===== src/rtl/capline_pkg.sv =====
package capline_pkg;

  typedef enum logic [1:0] {
    CM_REC_HS  = 2'b00,
    CM_REC_OSC = 2'b01,
    CM_RX_525  = 2'b10,
    CM_RX_625  = 2'b11
  } cap_mode_e;

  function automatic logic mode_uses_osc(cap_mode_e m);
    return m == CM_REC_OSC;
  endfunction

  function automatic logic mode_both_fields(cap_mode_e m);
    return (m == CM_RX_525) || (m == CM_RX_625);
  endfunction

  function automatic logic mode_late_line(cap_mode_e m);
    return m == CM_RX_625;
  endfunction

endpackage


===== src/rtl/capline_ref_src.sv =====
module capline_ref_src #(
  parameter int MIN_GAP = 1600,
  parameter int OSC_DIV = 32
) (
  input  logic clk,
  input  logic rst_n,
  input  logic use_osc,
  input  logic hsync,
  input  logic osc_tick,
  output logic line_tick
);
  localparam int GAP_W = (MIN_GAP > 2) ? $clog2(MIN_GAP) : 1;
  localparam logic [GAP_W-1:0] GAP_SAT = GAP_W'(MIN_GAP - 1);

  logic             div_tick;
  logic [GAP_W-1:0] gap_cnt;
  logic             hs_ok;

  generate
    if (OSC_DIV > 1) begin : g_div
      localparam int DIV_W = $clog2(OSC_DIV);
      localparam logic [DIV_W-1:0] DIV_LAST = DIV_W'(OSC_DIV - 1);
      logic [DIV_W-1:0] div_cnt;
      always_ff @(posedge clk) begin
        if (!rst_n) begin
          div_cnt  <= '0;
          div_tick <= 1'b0;
        end else begin
          div_tick <= osc_tick && (div_cnt == DIV_LAST);
          if (osc_tick) div_cnt <= (div_cnt == DIV_LAST) ? '0 : div_cnt + 1'b1;
        end
      end
    end else begin : g_nodiv
      always_ff @(posedge clk) begin
        if (!rst_n) div_tick <= 1'b0;
        else        div_tick <= osc_tick;
      end
    end
  endgenerate

  assign hs_ok     = hsync && (gap_cnt == GAP_SAT);
  assign line_tick = use_osc ? div_tick : hs_ok;

  always_ff @(posedge clk) begin
    if (!rst_n)                gap_cnt <= GAP_SAT;
    else if (line_tick)        gap_cnt <= '0;
    else if (gap_cnt != GAP_SAT) gap_cnt <= gap_cnt + 1'b1;
  end
endmodule


===== src/rtl/capline_counter.sv =====
module capline_counter #(
  parameter int LINE_W = 10
) (
  input  logic              clk,
  input  logic              rst_n,
  input  logic              line_tick,
  input  logic              vsync,
  input  logic              field_hint,
  output logic [LINE_W-1:0] cnt_nx,
  output logic              fld_nx,
  output logic              seen_nx,
  output logic              fld_q,
  output logic              seen_q
);
  localparam logic [LINE_W-1:0] LMAX = '1;

  logic [LINE_W-1:0] cnt_q;
  logic              pend_q;

  always_comb begin
    cnt_nx  = cnt_q;
    fld_nx  = fld_q;
    seen_nx = seen_q;
    if (line_tick) begin
      if (pend_q) begin
        cnt_nx  = LINE_W'(1);
        fld_nx  = field_hint;
        seen_nx = 1'b1;
      end else if (cnt_q != LMAX) begin
        cnt_nx = cnt_q + 1'b1;
      end
    end
  end

  always_ff @(posedge clk) begin
    if (!rst_n) begin
      cnt_q  <= '0;
      fld_q  <= 1'b0;
      seen_q <= 1'b0;
      pend_q <= 1'b0;
    end else begin
      cnt_q  <= cnt_nx;
      fld_q  <= fld_nx;
      seen_q <= seen_nx;
      pend_q <= vsync | (pend_q & ~line_tick);
    end
  end
endmodule


===== src/rtl/capline_strobe.sv =====
module capline_strobe
  import capline_pkg::*;
#(
  parameter int LINE_W   = 10,
  parameter int LINE_525 = 21,
  parameter int LINE_625 = 22
) (
  input  logic              clk,
  input  logic              rst_n,
  input  cap_mode_e         mode,
  input  logic              line_tick,
  input  logic [LINE_W-1:0] cnt_nx,
  input  logic              fld_nx,
  input  logic              seen_nx,
  output logic              cap_pulse
);
  localparam logic [LINE_W-1:0] T525 = LINE_W'(LINE_525);
  localparam logic [LINE_W-1:0] T625 = LINE_W'(LINE_625);

  logic [LINE_W-1:0] target;
  logic              hit;

  assign target = mode_late_line(mode) ? T625 : T525;
  assign hit    = seen_nx && (cnt_nx == target) && (mode_both_fields(mode) || !fld_nx);

  always_ff @(posedge clk) begin
    if (!rst_n)         cap_pulse <= 1'b0;
    else if (line_tick) cap_pulse <= hit;
  end
endmodule


===== src/rtl/capline_timer.sv =====
module capline_timer
  import capline_pkg::*;
#(
  parameter int LINE_W   = 10,
  parameter int MIN_GAP  = 1600,
  parameter int OSC_DIV  = 32,
  parameter int LINE_525 = 21,
  parameter int LINE_625 = 22
) (
  input  logic       clk,
  input  logic       rst_n,
  input  logic [1:0] mode,
  input  logic       hsync,
  input  logic       vsync,
  input  logic       field_hint,
  input  logic       osc_tick,
  output logic       cap_pulse,
  output logic       field_odd,
  output logic       line_ref
);
  cap_mode_e         mode_e;
  logic              line_tick;
  logic [LINE_W-1:0] cnt_nx;
  logic              fld_nx;
  logic              seen_nx;
  logic              fld_q;
  logic              seen_q;

  assign mode_e = cap_mode_e'(mode);

  capline_ref_src #(.MIN_GAP(MIN_GAP), .OSC_DIV(OSC_DIV)) u_src (
    .clk      (clk),
    .rst_n    (rst_n),
    .use_osc  (mode_uses_osc(mode_e)),
    .hsync    (hsync),
    .osc_tick (osc_tick),
    .line_tick(line_tick)
  );

  capline_counter #(.LINE_W(LINE_W)) u_cnt (
    .clk       (clk),
    .rst_n     (rst_n),
    .line_tick (line_tick),
    .vsync     (vsync),
    .field_hint(field_hint),
    .cnt_nx    (cnt_nx),
    .fld_nx    (fld_nx),
    .seen_nx   (seen_nx),
    .fld_q     (fld_q),
    .seen_q    (seen_q)
  );

  capline_strobe #(.LINE_W(LINE_W), .LINE_525(LINE_525), .LINE_625(LINE_625)) u_stb (
    .clk      (clk),
    .rst_n    (rst_n),
    .mode     (mode_e),
    .line_tick(line_tick),
    .cnt_nx   (cnt_nx),
    .fld_nx   (fld_nx),
    .seen_nx  (seen_nx),
    .cap_pulse(cap_pulse)
  );

  assign field_odd = mode_uses_osc(mode_e) ? 1'b0 : fld_q;
  assign line_ref  = line_tick;
endmodule


===== config.mk =====
export PLATFORM = sky130hd
export DESIGN_NAME = capline_timer
export DESIGN_NICKNAME = d
export VERILOG_FILES = /design/src/rtl/capline_pkg.sv /design/src/rtl/capline_ref_src.sv /design/src/rtl/capline_counter.sv /design/src/rtl/capline_strobe.sv /design/src/rtl/capline_timer.sv
export SDC_FILE = /design/constraint.sdc
export NUM_CORES = 1
export LEC_CHECK = 0
export BUFFER_PORTS_ARGS = -buffer_cell sky130_fd_sc_hd__buf_2
export CAP_MARGIN = 15
export CORE_MARGIN = 8
export CORE_UTILIZATION = 64
export CTS_CLUSTER_SIZE = 14
export DETAILED_ROUTE_END_ITERATION = 10
export PLACE_DENSITY = 0.88
export SLEW_MARGIN = 20
export SYNTH_ARGS = -nofsm -noshare
export SYNTH_HDL_FRONTEND = slang
export SYNTH_SLANG_ARGS = --single-unit

===== constraint.sdc =====
create_clock -name clk -period 6.3 [get_ports clk]
set_clock_uncertainty 0.2 [all_clocks]
set_input_delay 0.315 -clock clk [delete_from_list [all_inputs] [get_ports clk]]
set_output_delay 0.315 -clock clk [all_outputs]
set_load 0.005 [all_outputs]

---- After elaboration in Yosys (flattened, before gate mapping) ----
Cells that the tools add are included.
cells by class
  add/subtract/negate cells ............... 3
  equal/unequal tests ..................... 8
  multiplexer cells ....................... 13
  bitwise gates (word level) .............. 4
  reductions and logical operators ........ 9
operators with widths
  kind                                            number
  2-to-1 mux 10 bit                               3
  2-to-1 mux 11 bit                               2
  adder 11 x 1 -> 11 bit (second input constant)  1
  == test 11 bit (second input constant)          1
  inequality test 11 bit (second input constant)  1
  adder 10 x 1 -> 10 bit (second input constant)  1
  == test 10 bit                                  1
  inequality test 10 bit (second input constant)  1
  2-to-1 mux 1 bit                                6
  adder 5 x 1 -> 5 bit (second input constant)    1
  == test 5 bit (second input constant)           1
  2-to-1 mux 5 bit                                1
  == test 2 bit (second input constant)           2
  logical AND 1 bit                               4
  == test 2 x 1 -> 1 bit (second input constant)  1
  logical OR 1 bit                                2
  2-to-1 mux 2 bit                                1
  NOT 1 bit                                       2
  nonzero test 2 bit                              1
  OR reduction 2 bit                              1
  bitwise AND 1 bit                               1
  zero test 1 bit                                 1
  OR 1 bit                                        1
storage, ports and cells
  register bits ........................... 31
  input bits .............................. 8
  output and inout bits ................... 3
  logic and storage cells ................. 46

---- Depth between registers and ports, before layout ----
Gate-level depths: netlist of the first run.
  word-level depth ........................ 7
  depth in mapped cells ................... 10
  mapped depth without buffers ............ 9

---- By module ----
Synthesis of the first run repeated with hierarchy kept, for this count alone.
second synthesis, totals
  cell total of the unflattened synthesis .. 192
  area, all modules ....................... 1769.2 µm²
modules (own cells, without submodules)
  module           times used  cells each  area an instance (µm²)  sequential area each (µm²)
  capline_ref_src  1           92          880.8                   340.3
  capline_counter  1           86          764.5                   260.2
  capline_strobe   1           12          101.3                   20.0
  capline_timer    1           2           22.5                    0.0

---- Least setup slack after synthesis of the first run ----
Ideal clock, no wire load.
  kind .................................... reg-to-reg
  from .................................... reg u_src.gap_cnt[0]
  to ...................................... reg u_stb.cap_pulse
  library setup time ...................... 0.069 ns
  arrival time ............................ 2.009 ns
  required time ........................... 6.031 ns
  slack ................................... 4.022 ns
  stages on the path, launching flop included .. 11
  buffers on the path ..................... 1
  clock period less this slack ............ 2.278 ns
  cells stage by stage .................... dfxtp_1 ha_1 nand3_2 nor4_4 a31oi_4 clkinv_2 buf_6 nand4b_1 nor4_1 nand4_1 o21ai_1
between the ends
  word-level cells in the longest chain between the ends .. 7
  elaborated cells on any way between the ends .. 11
  those cells by class .................... eq/ne (2); mux (4); reduce/logical (5)
ends and longest elaborated chain
  item                                                          RTL line               RTL
  from (decl)                                                   capline_ref_src.sv:16  logic [GAP_W-1:0] gap_cnt;
  from (signal assigned)                                        capline_ref_src.sv:47  else if (gap_cnt != GAP_SAT) gap_cnt <= gap_cnt + 1'b1;
  == test 11 bit *                                              capline_ref_src.sv:41  assign hs_ok = hsync && (gap_cnt == GAP_SAT);
  logical AND 1 bit *                                           capline_ref_src.sv:41
  2-to-1 mux 1 bit *                                            capline_ref_src.sv:42  assign line_tick = use_osc ? div_tick : hs_ok;
  2-to-1 mux 10 bit / 2-to-1 mux 1 bit (equally long branches)  capline_counter.sv:24  if (line_tick) begin
  == test 10 bit / zero test 1 bit (equally long branches)      capline_strobe.sv:24   assign hit = seen_nx && (cnt_nx == target) && (mode_both_fields(mode) || !fld_nx);
  logical AND 1 bit / logical OR 1 bit (equally long branches)  capline_strobe.sv:24
  logical AND 1 bit                                             capline_strobe.sv:24
  to (signal assigned)                                          capline_strobe.sv:28   else if (line_tick) cap_pulse <= hit;
  to (decl)                                                     capline_strobe.sv:15   output logic cap_pulse
Every way passes the cells marked *; elsewhere a longest branch is shown, timed or not.
A chain may end at the register's enable or synchronous reset.

---- Worst setup path after layout of the first run ----
  from .................................... reg u_src.gap_cnt[0]
  to ...................................... reg u_cnt.cnt_q[7]
between the ends
  word-level cells in the longest chain between the ends .. 4
ends and longest elaborated chain
  item                  RTL line               RTL
  == test 11 bit        capline_ref_src.sv:41
  logical AND 1 bit     capline_ref_src.sv:41
  2-to-1 mux 1 bit      capline_ref_src.sv:42
  2-to-1 mux 10 bit     capline_counter.sv:24
  to (signal assigned)  capline_counter.sv:42  cnt_q <= cnt_nx;
  to (decl)             capline_counter.sv:17  logic [LINE_W-1:0] cnt_q;
No other way between the ends.

==> out/qor.csv, run 1 <==
metric;value;unit
gr usage total;0.176;
num ports;11;
Yosys top cell area share;0.367;
vias in the first global route;1555;
Final HPWL DP;2570;µm
Max-Cap Viols;0;
antenna viol nets, final;0;
nets;224;
Peak VDD IR;0.335;mV
post-synthesis register bit count;31;
worst hold path class;input port to flip-flop;
FFs w/ async S/R, synth;0;
largest family of logic cells by synthesized area;simple AND/OR/NAND/NOR gates;
post-synthesis cell count;203;
Post-synth EDFFs;0;
Final setup viols;0;
area share of fa/ha/maj cells after synthesis;0.0296;
status;completed;
Antenna Cells;0;
WS Path Type;flip-flop to flip-flop;
multiplexer area fraction after synthesis;0.0237;
synth-to-layout area growth;5.84;%
Post-Synth Simple-Gate Area;0.299;
Max FO, Critical Path;21;
Power Dens Cells;299;nW/µm²
clock root cell;clkbuf_4;
first-pass GRT wire length;6350;µm
cts hold-fix bufs;0;
initial antenna violation count;0;
RSZ-0062 raised after global routing;no;
layout cells sized above 1;0.113;
hold path depth;3;
Post-Route WL;3520;µm
Final Cell Area;1790;µm²
Commonest cells post-synth;dfxtp_1, nor2_1, o21ai_0;
Residual DRC;0;
net count after synthesis;215;
Fin Setup TNS;0;ns
WL/cell;14.5;µm
core area;2500;µm²
DIE WIDTH;67.4;µm
CP Capture Type;flip-flop;
clk buf depth;2;
Ys Warns;0;
Chip Height;67.4;µm
Fin. Hold Viols;0;
critical path data arrival time;2.78;ns
ranking of synthesized cells by area;dfxtp_1, nor2_1, o21ai_0;
Core Rows;18;
CP startpoint kind;flip-flop;
worst reg2reg setup slack;3.55;ns
Yosys top cell by area;dfxtp_1;
Syn Std Cell Area;1690;µm²
drt via density;6.13;
vias;1489;
XOR/XNOR Fraction of Synth Area;0.0724;
Avg Synthesized Cell Area;8.34;µm²
reg2reg path depth;9;
pin slew with the least headroom to its limit;0.616;ns
largest net degree at the start of global routing;26;
clock slew at reported path FFs;0.10;ns
drt first pass iters;4;
Overflow after GRT;0;
most frequent cell after synthesis;dfxtp_1;
clk sink count;31;
total power;0.535;mW
post-cts sizing count;0;
Starting Density;0.677;
Max Slew Vio Count;0;
Port Buffers;10;
synth unique cells;46;
total CTS buffers;5;
H-tree depth reported by CTS;2;
post-layout min period;2.75;ns
post-placement cell area;1740;µm²
sequential area share after synthesis;0.367;
P_leak;0.690;nW
most used flip-flop cell after synthesis;dfxtp_1;
post-CTS setup buffers;0;
Fmax;363;MHz
die area;4550;µm²
Hold Slack;0.0252;ns
initial drt markers;104;
Slew headroom;0.586;
Worst-Skew Late Latency;0.33;ns
Final Cycle Share;0.437;
Compound-Gate Fraction of Synth Area;0.172;
Critical Path RT;6.32;ns
gpl congestion;0.864;
CTS tree;done;
[cells by family after synthesis]
| group | Yosys count |
|---|---|
| adders and majority gates | 4 |
| xor gates and xnor gates | 14 |
| DFF | 31 |
| AOI/OAI and AO/OA | 45 |
| muxes | 4 |
| and+or+nand+nor | 91 |
| buffers and inverters | 14 |
[placed cells by master, fill, tap and decap left out, types with 6 or more instances in the layout]
cell / Yosys / layout
dfxtp_1: 31 / 31
nor2_1: 24 / 24
o21ai_0: 17 / 17
nand2_1: 16 / 16
nand3_1: 11 / 11
a21oi_1: 10 / 10
buf_2: 1 / 10
xor2_1: 9 / 9
and3_1: 7 / 7
nor2b_1: 6 / 6
[metal layers]
layer	vias up	wire length, µm	GRT usage
li1	747	-	-
met1	686	1530	0.193
met5	-	0	0
met2	46	1740	0.300
met3	10	196	0.0513
met4	0	52	0.0966
[worst max-delay path, cell delays in order, from the launching register on]
cell and delay [ns]:
dfxtp_1 0.39, ha_1 0.20, nand3_2 0.11, nor4_4 0.55, a31oi_4 0.20, clkinv_2 0.24
and2_1 0.32, and4_1 0.25, xnor2_1 0.12, nor2_1 0.05
[worst paths after layout]
kind | end | from
worst min register to register | u_cnt.seen_q | u_cnt.seen_q
worst min-delay path | u_cnt.pend_q | vsync
worst max-delay path | u_cnt.cnt_q[7] | u_src.gap_cnt[0]
worst max register to register | u_cnt.cnt_q[7] | u_src.gap_cnt[0]
[per-stage QoR]
step                setup slack, ns  instances   util
finish                         3.55        243  0.717
global route                   3.36        243  0.717
CTS                            3.58        243  0.717
detailed placement             3.60        235  0.697
global placement               3.76        235  0.697
floorplan                      4.02        203      -
[power by group]
group / internal, mW / switching (mW)
clock: 0.0434 / 0.0667
sequential: 0.220 / 0.0290
combinational: 0.0740 / 0.102
[sequential cells by signal, summed over array words and instances, names as in the netlist]
signal               cells
u_cnt.fld_q              1
u_cnt.cnt_q             10
u_cnt.pend_q             1
u_stb.cap_pulse          1
u_src.g_div.div_cnt      5
u_src.gap_cnt           11
u_src.div_tick           1
u_cnt.seen_q             1
[cell type report]
class	instances	area (µm²)
well taps	30	37.5
repair buffers	10	50.0
inverters	6	23.8
flip-flops and latches	31	621
clock buffers	7	45.0
fillers	194	708
clock inverters	1	5.00
multi-input cells	158	1010
Power figures use the tool's default switching activity.
==> run 2: changes to the inputs <==
--- a/config.mk
+++ b/config.mk
@@ -8,10 +8,10 @@
 export BUFFER_PORTS_ARGS = -buffer_cell sky130_fd_sc_hd__buf_2
 export CAP_MARGIN = 15
 export CORE_MARGIN = 8
-export CORE_UTILIZATION = 64
+export CORE_UTILIZATION = 53
 export CTS_CLUSTER_SIZE = 14
 export DETAILED_ROUTE_END_ITERATION = 10
-export PLACE_DENSITY = 0.88
+export PLACE_DENSITY = 0.78
 export SLEW_MARGIN = 20
 export SYNTH_ARGS = -nofsm -noshare
 export SYNTH_HDL_FRONTEND = slang
==> constraint.sdc (replaced) <==
create_clock -name clk -period 2.3 [get_ports clk]
set_clock_uncertainty 0.2 [all_clocks]
set_input_delay 0.115 -clock clk [delete_from_list [all_inputs] [get_ports clk]]
set_output_delay 0.115 -clock clk [all_outputs]
set_load 0.005 [all_outputs]
==> run 2 against run 1 <==
Effect of this change: clock power rose to 2.8 times the previous value; power increased to 2.8 times the previous value; sequential power increased to 2.7 times the previous value; worst hold slack about the same; final cell count rose by 12%; core utilization fell by 8.4 points; register-to-register slack lost 3.4 ns; critical path type is now flip-flop to primary output; critical endpoint is now line_ref.
==> out/qor.csv, run 2 (synthesis results as in run 1) <==
metric;value;unit;change
status;completed;;unchanged
reg2reg path depth;8;;was 9
gpl congestion;0.904;;was 0.864
worst reg2reg setup slack;0.18;ns;was 3.55 ns
Residual DRC;0;;unchanged
drt first pass iters;4;;unchanged
Power Dens Cells;779;nW/µm²;was 299 nW/µm²
Chip Height;72.5;µm;was 67.4 µm
met3 wire length;146;µm;was 196 µm
antenna viol nets, final;0;;unchanged
hold path depth;4;;was 3
Max Slew Vio Count;0;;unchanged
num ports;11;;unchanged
min-delay src;hsync;;was vsync
CP bufs+invs;3;;was 1
WS Path Type;flip-flop to primary output;;was flip-flop to flip-flop
Max FO, Critical Path;12;;was 21
Core Rows;20;;was 18
DIE WIDTH;72.5;µm;was 67.4 µm
CP Capture Type;primary output;;was flip-flop
crit-path cells;nand4bb_4 > nor4_4 > a31oi_4 > inv_4 > buf_4 > buf_2;;was ha_1 > nand3_2 > nor4_4 > a31oi_4 > clkinv_2 > and2_1 > and4_1 > xnor2_1 > nor2_1
DP Cell Count;257;;was 235
largest net degree at the start of global routing;26;;unchanged
initial drt markers;55;;was 104
Most flops, register;u_src.gap_cnt;;unchanged
crit-path leading delay family;simple AND/OR/NAND/NOR gates;;unchanged
Antenna Cells;0;;unchanged
Fin. Hold Viols;0;;unchanged
Starting Density;0.555;;was 0.677
synth-to-layout area growth;14.2;%;was 5.84%
worst hold path class;input port to flip-flop;;unchanged
layout cells sized above 1;0.159;;was 0.113
die area;5260;µm²;was 4550 µm²
Overflow after GRT;0;;unchanged
clock slew at reported path FFs;0.10;ns;about the same
Max-Cap Viols;0;;unchanged
filler cell count;282;;was 194
slowest stage cell, crit path;dfxtp_1;;was nor4_4
Port Buffers;10;;unchanged
Final setup viols;0;;unchanged
Critical Path Source;u_src.gap_cnt[7];;was u_src.gap_cnt[0]
WL/cell;13.5;µm;was 14.5 µm
initial antenna violation count;0;;unchanged
Fmax;460;MHz;
vias;1479;;was 1,489
P_leak;0.761;nW;was 0.690 nW
gr usage total;0.147;;was 0.176
WL met1;1880;µm;was 1530 µm
Reg area;622;µm²;was 621 µm²
met2 wire length;1590;µm;was 1740 µm
H-tree depth reported by CTS;2;;unchanged
nets;238;;was 224
post-placement cell area;1820;µm²;was 1740 µm²
pin slew with the least headroom to its limit;0.381;ns;was 0.616 ns
first-pass GRT wire length;6130;µm;was 6350 µm
Largest register FFs;11;;unchanged
clk sink count;31;;unchanged
Multi-input gate area;1020;µm²;was 1010 µm²
r2r endpoint;u_cnt.cnt_q[7];;unchanged
clk buf depth;2;;unchanged
core area;3050;µm²;was 2500 µm²
critical path data arrival time;1.86;ns;was 2.78 ns
end of the worst hold path;u_stb.cap_pulse;;was u_cnt.pend_q
commonest non-fill, non-tap cell in the layout;dfxtp_1;;unchanged
RSZ-0062 raised after global routing;no;;unchanged
CTS tree;done;;unchanged
Critical Path RT;1.99;ns;was 6.32 ns
Final Cell Area;1930;µm²;was 1790 µm²
drt via density;5.46;;was 6.13
clock root cell;clkbuf_4;;unchanged
crit-path max cell delay;0.35;ns;was 0.55 ns
Post-Route WL;3660;µm;was 3520 µm
fin cells;271;;was 243
Peak VDD IR;0.566;mV;was 0.335 mV
Final Cycle Share;0.945;;
Slew headroom;0.739;;was 0.586
Final HPWL DP;2560;µm;was 2570 µm
Worst-Skew Late Latency;0.33;ns;about the same
R2R Path Start;u_src.gap_cnt[7];;was u_src.gap_cnt[0]
DR top layer;met4;;unchanged
vias in the first global route;1342;;was 1,555
most frequent cells in the layout;dfxtp_1, nor2_1, o21ai_0;;unchanged
total power;1.51;mW;was 0.535 mW
Largest regs;u_src.gap_cnt: 11 flops, u_cnt.cnt_q: 10 flops, u_src.g_div.div_cnt: 5 flops;;unchanged
post-layout min period;2.17;ns;
final core utilization;0.633;;was 0.717
Fin Setup TNS;0;ns;unchanged
total CTS buffers;5;;unchanged
CP startpoint kind;flip-flop;;unchanged
run 2: how the worst max path moves through the flow:
stage | slack, ns | endpoint | depth (start not counted)
after floorplan | 0.02 | u_stb.cap_pulse | 10
after global placement | 0.15 | u_cnt.cnt_q[7] | 9
after detailed placement | 0.12 | u_cnt.cnt_q[7] | 9
after CTS | 0.03 | line_ref | 7
after global routing | 0.002 | u_stb.cap_pulse | 8
final | 0.13 | line_ref | 6
run 2: cell type report:
type,instances,share of cell area
multi-input combinational,158,0.526
sequential,31,0.322
timing repair buffer,24,0.0854
tap,44,0.0285
clock buffer,7,0.0233
inverter,6,0.0129
clock inverter,1,0.00259
run 2: power by group:
group | internal (mW) | switching [mW]
Combinational | 0.243 | 0.286
Clock | 0.119 | 0.188
Sequential | 0.604 | 0.0645
Total | 0.967 | 0.539
run 2: timing repair:
item | CTS | global route
endpoints found under the hold margin | 15 | 0
resized for setup | 0 | 3
hold buffers | 4 | 0
setup buffers | 0 | 2
setup endpoints to repair | 0 | 5
run 2: worst min-delay path, stage by stage:
cell,delay [ns]
buf_2,0.13
a31oi_4,0.13
nand3_1,0.09
o21ai_1,0.05
run 2: routing by layer:
metal / vias up / track usage
met5: - / 0
met4: 0 / 0.0556
met3: 6 / 0.0523
met2: 24 / 0.220
met1: 680 / 0.187
li1: 769 / -
run 2: stage by stage:
stage	hold slack [ns]	worst slack [ns]
CTS	0.0115	0.0264
global route	0.0738	0.00196
finish	0.0253	0.127
global placement	0.176	0.149
detailed placement	0.188	0.124
floorplan	0.0535	0.0220
